**config.mk**
```make
export PLATFORM = sky130hd
export DESIGN_NAME = blk_xlate
export DESIGN_NICKNAME = d
export VERILOG_FILES = /design/src/rtl/blk_xlate_pkg.sv /design/src/rtl/blk_xlate_bank.sv /design/src/rtl/blk_xlate_match.sv /design/src/rtl/blk_xlate.sv
export SDC_FILE = /design/constraint.sdc
export NUM_CORES = 2
export LEC_CHECK = 0
export BUFFER_PORTS_ARGS = -buffer_cell sky130_fd_sc_hd__buf_2
export CELL_PAD_IN_SITES_DETAIL_PLACEMENT = 1
export CELL_PAD_IN_SITES_GLOBAL_PLACEMENT = 1
export CORE_MARGIN = 2
export CORE_UTILIZATION = 40
export CTS_CLUSTER_SIZE = 14
export DETAILED_ROUTE_END_ITERATION = 7
export PLACE_DENSITY = 0.8
export SETUP_SLACK_MARGIN = 0.3
export SLEW_MARGIN = 20
export SYNTH_ARGS = -nofsm -noshare
export SYNTH_HDL_FRONTEND = slang
export SYNTH_SLANG_ARGS = --single-unit
```
**constraint.sdc**
```tcl
create_clock -name clk -period 51.5 [get_ports clk]
set_input_delay 2.575 -clock clk [delete_from_list [all_inputs] [get_ports clk]]
set_output_delay 2.575 -clock clk [all_outputs]
set_load 0.03 [all_outputs]
```
**src/rtl/blk_xlate_pkg.sv**
```systemverilog
package blk_xlate_pkg;
  localparam int ADDR_W = 32;
  localparam int PROT_W = 2;

  typedef enum logic [1:0] {
    FLD_EBASE = 2'd0,
    FLD_MASK  = 2'd1,
    FLD_PBASE = 2'd2,
    FLD_CTRL  = 2'd3
  } fld_e;

  typedef struct packed {
    logic [ADDR_W-1:0] ebase;
    logic [ADDR_W-1:0] mask;
    logic [ADDR_W-1:0] pbase;
    logic              u_en;
    logic              s_en;
    logic [PROT_W-1:0] prot;
  } xent_t;
endpackage

```
**src/rtl/blk_xlate_bank.sv**
```systemverilog
module blk_xlate_bank
  import blk_xlate_pkg::*;
#(
  parameter int NUM_ENT = 8,
  localparam int IDX_W = $clog2(NUM_ENT)
) (
  input  logic              clk,
  input  logic              rst_n,
  input  logic              we,
  input  logic [IDX_W-1:0]  idx,
  input  logic [1:0]        sel,
  input  logic [ADDR_W-1:0] wdata,
  output xent_t             ents [NUM_ENT]
);
  for (genvar e = 0; e < NUM_ENT; e++) begin : g_ent
    xent_t ent_q, ent_d;
    logic  ent_en;

    assign ent_en = we && (idx == IDX_W'(e));

    always_comb begin
      ent_d = ent_q;
      unique case (fld_e'(sel))
        FLD_EBASE: ent_d.ebase = wdata;
        FLD_MASK:  ent_d.mask  = wdata;
        FLD_PBASE: ent_d.pbase = wdata;
        FLD_CTRL: begin
          ent_d.u_en = wdata[3];
          ent_d.s_en = wdata[2];
          ent_d.prot = wdata[PROT_W-1:0];
        end
        default: ent_d = ent_q;
      endcase
    end

    always_ff @(posedge clk or negedge rst_n) begin
      if (!rst_n)      ent_q <= '0;
      else if (ent_en) ent_q <= ent_d;
    end

    assign ents[e] = ent_q;
  end
endmodule

```
**src/rtl/blk_xlate_match.sv**
```systemverilog
module blk_xlate_match
  import blk_xlate_pkg::*;
#(
  parameter int NUM_ENT = 8
) (
  input  xent_t             ents [NUM_ENT],
  input  logic [ADDR_W-1:0] ea,
  input  logic              user,
  input  logic              write,
  output logic [NUM_ENT-1:0] grant,
  output logic              hit,
  output logic [ADDR_W-1:0] pa,
  output logic              rd,
  output logic              wr
);
  logic [NUM_ENT-1:0] accept;

  for (genvar e = 0; e < NUM_ENT; e++) begin : g_chk
    logic mode_ok, addr_ok, rd_ok, wr_ok;
    assign mode_ok = user ? ents[e].u_en : ents[e].s_en;
    assign addr_ok = (ea & ents[e].mask) == ents[e].ebase;
    assign rd_ok   = ents[e].prot != '0;
    assign wr_ok   = ents[e].prot[PROT_W-1];
    assign accept[e] = mode_ok && addr_ok && rd_ok && (!write || wr_ok);
  end

  always_comb begin
    grant = '0;
    hit   = 1'b0;
    pa    = '0;
    rd    = 1'b0;
    wr    = 1'b0;
    for (int e = 0; e < NUM_ENT; e++) begin
      if (accept[e] && !hit) begin
        hit      = 1'b1;
        grant[e] = 1'b1;
        pa       = ents[e].pbase | (ea & ~ents[e].mask);
        rd       = 1'b1;
        wr       = ents[e].prot[PROT_W-1];
      end
    end
  end
endmodule

```
**src/rtl/blk_xlate.sv**
```systemverilog
module blk_xlate
  import blk_xlate_pkg::*;
#(
  parameter int NUM_ENT = 8,
  localparam int IDX_W = $clog2(NUM_ENT)
) (
  input  logic              clk,
  input  logic              rst_n,
  input  logic              cfg_we,
  input  logic              cfg_bank,
  input  logic [IDX_W-1:0]  cfg_idx,
  input  logic [1:0]        cfg_sel,
  input  logic [ADDR_W-1:0] cfg_wdata,
  input  logic              req_valid,
  input  logic [ADDR_W-1:0] req_ea,
  input  logic              req_data,
  input  logic              req_user,
  input  logic              req_write,
  output logic              rsp_valid,
  output logic              rsp_hit,
  output logic [ADDR_W-1:0] rsp_pa,
  output logic              rsp_rd,
  output logic              rsp_wr,
  output logic              rsp_ex
);
  localparam int NUM_BANK = 2;

  logic [1:0] rst_pipe;
  logic       rst_sn;

  always_ff @(posedge clk or negedge rst_n) begin
    if (!rst_n) rst_pipe <= '0;
    else        rst_pipe <= {rst_pipe[0], 1'b1};
  end
  assign rst_sn = rst_pipe[1];

  xent_t bank_ents [NUM_BANK][NUM_ENT];

  for (genvar b = 0; b < NUM_BANK; b++) begin : g_bank
    blk_xlate_bank #(.NUM_ENT(NUM_ENT)) u_bank (
      .clk   (clk),
      .rst_n (rst_sn),
      .we    (cfg_we && (cfg_bank == 1'(b))),
      .idx   (cfg_idx),
      .sel   (cfg_sel),
      .wdata (cfg_wdata),
      .ents  (bank_ents[b])
    );
  end

  xent_t sel_ents [NUM_ENT];
  always_comb begin
    for (int e = 0; e < NUM_ENT; e++)
      sel_ents[e] = bank_ents[req_data ? 1 : 0][e];
  end

  logic [NUM_ENT-1:0] grant;
  logic               m_hit, m_rd, m_wr;
  logic [ADDR_W-1:0]  m_pa;

  blk_xlate_match #(.NUM_ENT(NUM_ENT)) u_match (
    .ents  (sel_ents),
    .ea    (req_ea),
    .user  (req_user),
    .write (req_write),
    .grant (grant),
    .hit   (m_hit),
    .pa    (m_pa),
    .rd    (m_rd),
    .wr    (m_wr)
  );

  logic              hit_d, rd_d, wr_d, ex_d;
  logic [ADDR_W-1:0] pa_d;

  always_comb begin
    hit_d = m_hit;
    pa_d  = m_pa;
    rd_d  = m_rd;
    wr_d  = m_wr;
    ex_d  = m_hit;
  end

  always_ff @(posedge clk or negedge rst_sn) begin
    if (!rst_sn) begin
      rsp_valid <= 1'b0;
      rsp_hit   <= 1'b0;
      rsp_pa    <= '0;
      rsp_rd    <= 1'b0;
      rsp_wr    <= 1'b0;
      rsp_ex    <= 1'b0;
    end else begin
      rsp_valid <= req_valid;
      if (req_valid) begin
        rsp_hit <= hit_d;
        rsp_pa  <= pa_d;
        rsp_rd  <= rd_d;
        rsp_wr  <= wr_d;
        rsp_ex  <= ex_d;
      end
    end
  end

  assert_one_winner_R7: assert property (@(posedge clk) disable iff (!rst_sn)
    $onehot0(grant) && (m_hit == (grant != '0)));

  assert_hit_perms_R5: assert property (@(posedge clk) disable iff (!rst_sn)
    rsp_hit |-> (rsp_rd && rsp_ex));

  assert_miss_quiet_R8: assert property (@(posedge clk) disable iff (!rst_sn)
    !rsp_hit |-> (!rsp_rd && !rsp_wr && !rsp_ex && rsp_pa == '0));

  assert_write_granted_R6: assert property (@(posedge clk) disable iff (!rst_sn)
    (req_valid && req_write) |=> (!rsp_hit || rsp_wr));

  assert_hold_idle_R9: assert property (@(posedge clk) disable iff (!rst_sn)
    !req_valid |=> ($stable(rsp_hit) && $stable(rsp_pa) && $stable(rsp_wr) && !rsp_valid));
endmodule

```
* Word-level counts from Yosys, hierarchy flattened
Cells that the tools add are included.
** Storage, ports and cells
- Word-level logic and storage cells :: 329
- Flip-flop bits (word level) :: 1637
- Input bits :: 77
- Output and inout bits :: 37
** Operators by class
- Multiplexer cells :: 36
- Order comparisons :: 1
- Reductions and logical operators :: 139
- Eq/ne operators :: 18
- Bitwise gates (word level) :: 34
** Operators with widths (count)
- 2-to-1 mux 800 bit :: 3
- AND 32 bit :: 16
- == test 32 bit :: 8
- 2-to-1 mux 32 bit :: 8
- inverter 32 bit :: 8
- OR 32 bit :: 8
- AND reduction 2 bit :: 64
- logical AND 1 bit :: 49
- >= comparator 32 x 2 -> 1 bit (second input constant) :: 1
- inverter 1 -> 32 bit :: 1
- 2-to-1 mux 1 bit :: 25
- nonzero test 2 bit :: 8
- == test 3 bit (second input constant) :: 4
- logical NOT 1 bit :: 8
- logical OR 1 bit :: 8
- == test 3 x 2 -> 1 bit (second input constant) :: 2
- == test 2 bit (second input constant) :: 2
- == test 3 x 1 -> 1 bit (second input constant) :: 1
- logical NOT 3 bit :: 1
- == test 2 x 1 -> 1 bit (second input constant) :: 1
- logical NOT 2 bit :: 1
- inverter 1 bit :: 1

* Longest topological paths before layout
- Word-level depth :: 32
- Gate-level depth with buffers :: 19
- Mapped depth without buffers :: 10

* Hierarchy
Synthesis repeated with hierarchy kept, for this count alone.
** Unflattened totals
- Cells, all modules :: 6087
- Area total of the unflattened synthesis :: 80747.4 µm²
** By module, submodules not included
- blk_xlate_bank :: times used 2, cells each 1790, area each 30177.7 µm², sequential area each 20019.2 µm²
- blk_xlate :: times used 1, cells each 970, area each 11599.9 µm², sequential area each 950.9 µm²
- blk_xlate_match :: times used 1, cells each 1537, area each 8792.2 µm², sequential area each 0.0 µm²

* Worst setup path after synthesis
No wires, ideal clock.
- Path type :: input-to-reg
- Start point :: in req_data
- End point :: reg rsp_pa[19]
- Buffers on the path :: 3
- Data required time :: 51.376 ns
- Arrival time :: 5.514 ns
- Cell stages on the path :: 13
- Setup slack :: 45.862 ns
- Setup time :: 0.124 ns
- Path through :: buf_6 > buf_6 > and4b_4 > nor4_2 > nand4b_1 > or4_1 > or4_4 > o22ai_4 > nor3_2 > clkbuf_1 > a221o_1 > a221oi_2 > nor2_1
** On the way
- Word-level cells in the longest chain between the ends :: 32
- Elaborated cells between the ends (all ways) :: 122
- Those cells by class :: eq/ne (8); mux (27); bitwise (33); reduce/logical (54)
** RTL lines
- start: declaration :: RTL line blk_xlate.sv:16 : input logic req_data,
- 2-to-1 mux 1 bit * :: RTL line blk_xlate.sv:54 : sel_ents[e] = bank_ents[req_data ? 1 : 0][e];
- inverter 1 -> 32 bit * :: RTL line blk_xlate.sv:54
- 2-to-1 mux 800 bit * (3 in a row) :: RTL line blk_xlate.sv:54
- AND 32 bit :: RTL line blk_xlate_match.sv:21 : assign addr_ok = (ea & ents[e].mask) == ents[e].ebase;
- == test 32 bit :: RTL line blk_xlate_match.sv:21
- logical AND 1 bit (3 in a row) :: RTL line blk_xlate_match.sv:24 : assign accept[e] = mode_ok && addr_ok && rd_ok && (!write || wr_ok);
- 2-to-1 mux 1 bit :: RTL line blk_xlate_match.sv:34 : if (accept[e] && !hit) begin
- logical NOT 1 bit :: RTL line blk_xlate_match.sv:34
- (+12 left out)
- logical AND 1 bit :: RTL line blk_xlate_match.sv:34
- 2-to-1 mux 1 bit :: RTL line blk_xlate_match.sv:34
- logical NOT 1 bit :: RTL line blk_xlate_match.sv:34
- logical AND 1 bit :: RTL line blk_xlate_match.sv:34
- 2-to-1 mux 1 bit :: RTL line blk_xlate_match.sv:34
- logical NOT 1 bit :: RTL line blk_xlate_match.sv:34
- logical AND 1 bit :: RTL line blk_xlate_match.sv:34
- 2-to-1 mux 32 bit * :: RTL line blk_xlate_match.sv:34
- end signal: assignment :: RTL line blk_xlate.sv:96 : rsp_pa <= pa_d;
- end: declaration :: RTL line blk_xlate.sv:21 : output logic [ADDR_W-1:0] rsp_pa,
Mark *: on every way between the ends. The rest lies on a longest branch, timed or not. The select of a mux whose other input is x is not followed.
A chain may end at the register's enable or synchronous reset.

* Worst setup path in the final report
- Start point :: in req_data
- End point :: reg rsp_pa[13]
The elaborated chain is that of the path after synthesis.

==> run metrics <==
hold path depth 0; Worst setup SP type input port; Routability Congestion ~1; Distinct cells, synth slightly above 90; Synth Flop Type dfrtp_1; GRT met1 Usage 0.450; FF+latch count, synth approximately 1,600; Post-DRT Antenna Nets 0; Reg clk slew, reported paths 0.06 ns; clock tree buffer depth 3; slew of the pin with the lowest slew margin 1.36 ns; GRT busiest layer met2; DR iter-0 viols 9,124; Tcrit/Tclk final 0.147; first-pass GRT wire length 529,000 um; R2R cell count 5; gr usage total 0.346; hold_sp rst_pipe[0]; worst-path cell chain buf_8 > buf_4 > buf_4 > nor4bb_1 > nor4_1 > nand4_1 > a2111oi_0 > buf_4 > and2_1 > and4bb_1 > a222oi_1 > o221a_1 > o31ai_1; grt ovf 0; worst-path maximum fanout 78; fraction of layout cells with a size suffix above 1 0.259; crit-path leading delay family compound AO/OA/AOI/OAI gates; M3 GR Usage 0.0950; Crit-path slowest cell a222oi_1; Pwr Density 39.9 mW/mm2; VDD IR-drop max around 0.038 mV; Final #Nets between 7,000 and 8,000; core area 0.207 mm2; CTS tree yes; drt drc 0; Synth Cell Area between 0.08 and 0.09 mm2; R2R Setup Slk about 46 ns; Die W around 460 um; Fin. Hold Viols 0; Die Ht between 400 and 500 um; crit-path max cell delay between 1 and 1.5 ns; Critical R2R Launch rst_pipe[1]; Hold-fix buffers, CTS 0; RSZ-0062 raised after global routing no; H-tree Lvls 4; setup TNS 0 ns; Ys Warns 0; pin count of the biggest net entering global routing between 150 and 200; Setup Skew 0.0392 ns; vias in the first global route 71,600; Worst path most repeated cell buf_4; via count a little under 70,000; Post-DP HPWL 246,000 um; Critical Path Sink Type register; # setup viols final 0; post-CTS sizing 0; commonest non-fill, non-tap cell in the layout dfrtp_1; RR Endpoint g_bank[1].u_bank.ents[645]; max_cap viols 0; leakage approximately 42 nW; Tmin final ~7.6 ns; area grow syn2layout 12.1%; Post-synth ARST share 1.00; routed wire length roughly 370,000 um; Critical Path RT roughly 52 ns; Die ar. approximately 0.21 mm2; clock buffer count from CTS around 180; Initial Util 0.402; Fmax about 0.13 GHz; PortBufs approximately 110; initial antenna violation count slightly below 60; CP bufs+invs 4; Hold WS 0.341 ns; final max-slew violation count 0; fillers between 20,000 and 25,000; number of flops mapped to enable cells by yosys 0; most frequent cells in the layout 1,636 x dfrtp_1, 1,262 x mux2_2, 811 x nand2_1, 514 x o21ai_0, 419 x inv_1; DR vias/cell 6.58; sequential-to-total area share from yosys stat 0.493; num ports about 110; hold endpoint rst_pipe[1]; crit path DAT approximately 8.3 ns; kind of critical path input port to register; syn nets between 7,000 and 8,000; CTS Sinks 1,637; status complete, no violations; Worst Hold Class register to register; grt met2 use 0.509; num rows between 150 and 200; clk root buf clkbuf_16; routed length per instance between 30 and 40 um; syn avg cell area between 10 and 15 um2; post-synthesis cell count between 7,000 and 8,000; Setup Fix Bufs, Post-CTS 0; later-pin clock latency in the skew report just under 0.9 ns; drt first pass iters 6; worst relative slew slack 0.0787
[worst max-delay path by stage]
stage | cells past startpoint | end | from
floorplan | 0 | g_bank[0].u_bank.ents[0] | rst_pipe[1]
global placement | 14 | rsp_pa[22] | req_data
detailed placement | 14 | rsp_pa[27] | req_data
CTS | 14 | rsp_pa[27] | req_data
global route | 14 | rsp_pa[17] | req_data
finish | 13 | rsp_pa[13] | req_data
[flip-flops by register name (all words and copies together) (netlist names)]
| name | cells |
|---|---|
| rsp_valid | 1 |
| rsp_ex | 1 |
| rsp_wr | 1 |
| rsp_pa | 32 |
| rst_pipe | 2 |
| g_bank.u_bank.ents | 1600 |
[cell type report]
| class | count | area (um2) | share of cell area |
|---|---|---|---|
| Clock buffer | 251 | 5180 | 0.0557 |
| Clock inverter | 89 | 1270 | 0.0136 |
| Inverter | 420 | 1580 | 0.0170 |
| Timing Repair Buffer | 331 | 2460 | 0.0265 |
| Tap cell | 2704 | 3380 | 0.0363 |
| Multi-Input combinational cell | 5094 | 38200 | 0.411 |
| Antenna cell | 19 | 47.5 | 0.000510 |
| Sequential cell | 1637 | 41000 | 0.440 |
[where the power goes]
part	total (mW)	leakage, nW	internal (mW)	switching (mW)
logic	0.664	17.7	0.249	0.415
registers	1.63	20.8	1.47	0.155
clock network	1.42	3.15	0.833	0.590
total	3.71	41.7	2.56	1.16
[synth_stat cells (17+ instances only)]
library cell  number  area, um2
buf_4             19        143
mux2i_1           52        521
nand4b_1          32        280
nor3_1           119        596
o311ai_0          49        429
nor2b_1          118        738
a221oi_2          30        450
and4b_1           29        290
buf_2             63        315
o21ai_0          515       2580
nand4_1          183       1140
a211oi_1         267       2000
mux2_2          1262      14200
dfrtp_1         1637      41000
o32ai_1           29        254
buf_1             74        278
and3b_1          120       1050
a22oi_1           48        360
a221o_1           30        300
clkbuf_1         515       1930
inv_1            419       1570
o211ai_1          44        330
a21oi_1          281       1410
a31oi_1           24        150
a222oi_1          17        170
o31ai_1           39        293
nor2_1           145        544
nor4_1            58        363
nor3b_1          118        886
nand3_1           59        295
a2111oi_0         48        420
a21boi_0         192       1440
nand2_1          814       3060
o41ai_1           36        315
nor4bb_1          40        400
[kinds of logic after synthesis]
kind of cell | after synthesis | share of synthesized area
compound gates | 1814 | 0.148
xor+xnor | 20 | 0.00211
buf+inv | 1104 | 0.0528
flops | 1637 | 0.493
mux | 1314 | 0.177
other cells | 1 | 0.0000451
simple gates | 1945 | 0.127
[stage by stage]
| stage | util | cell area [um2] | worst slack (ns) | cells | total power, mW |
|---|---|---|---|---|---|
| finish | 0.450 | 93200 | 43.90 | 10500 | 3.71 |
| global route | 0.450 | 93100 | 43.88 | 10500 | 3.83 |
| CTS | 0.449 | 93000 | 44.20 | 10500 | 3.70 |
| detailed placement | 0.418 | 86500 | 43.29 | 10200 | 2.28 |
| global placement | 0.417 | 86300 | 43.38 | 10200 | 2.24 |
| floorplan | - | 83100 | 2.49 | 7835 | 2.01 |
[routing by layer]
metal / vias to the layer above / share of wire / routed length, um
met5: - / 0.00054 / 201
met4: 30 / 0.073 / 27100
met3: 1065 / 0.11 / 40700
met2: 3854 / 0.43 / 159000
met1: 36300 / 0.39 / 143000
li1: 28100 / - / -
(Power assumes the default switching activity.)
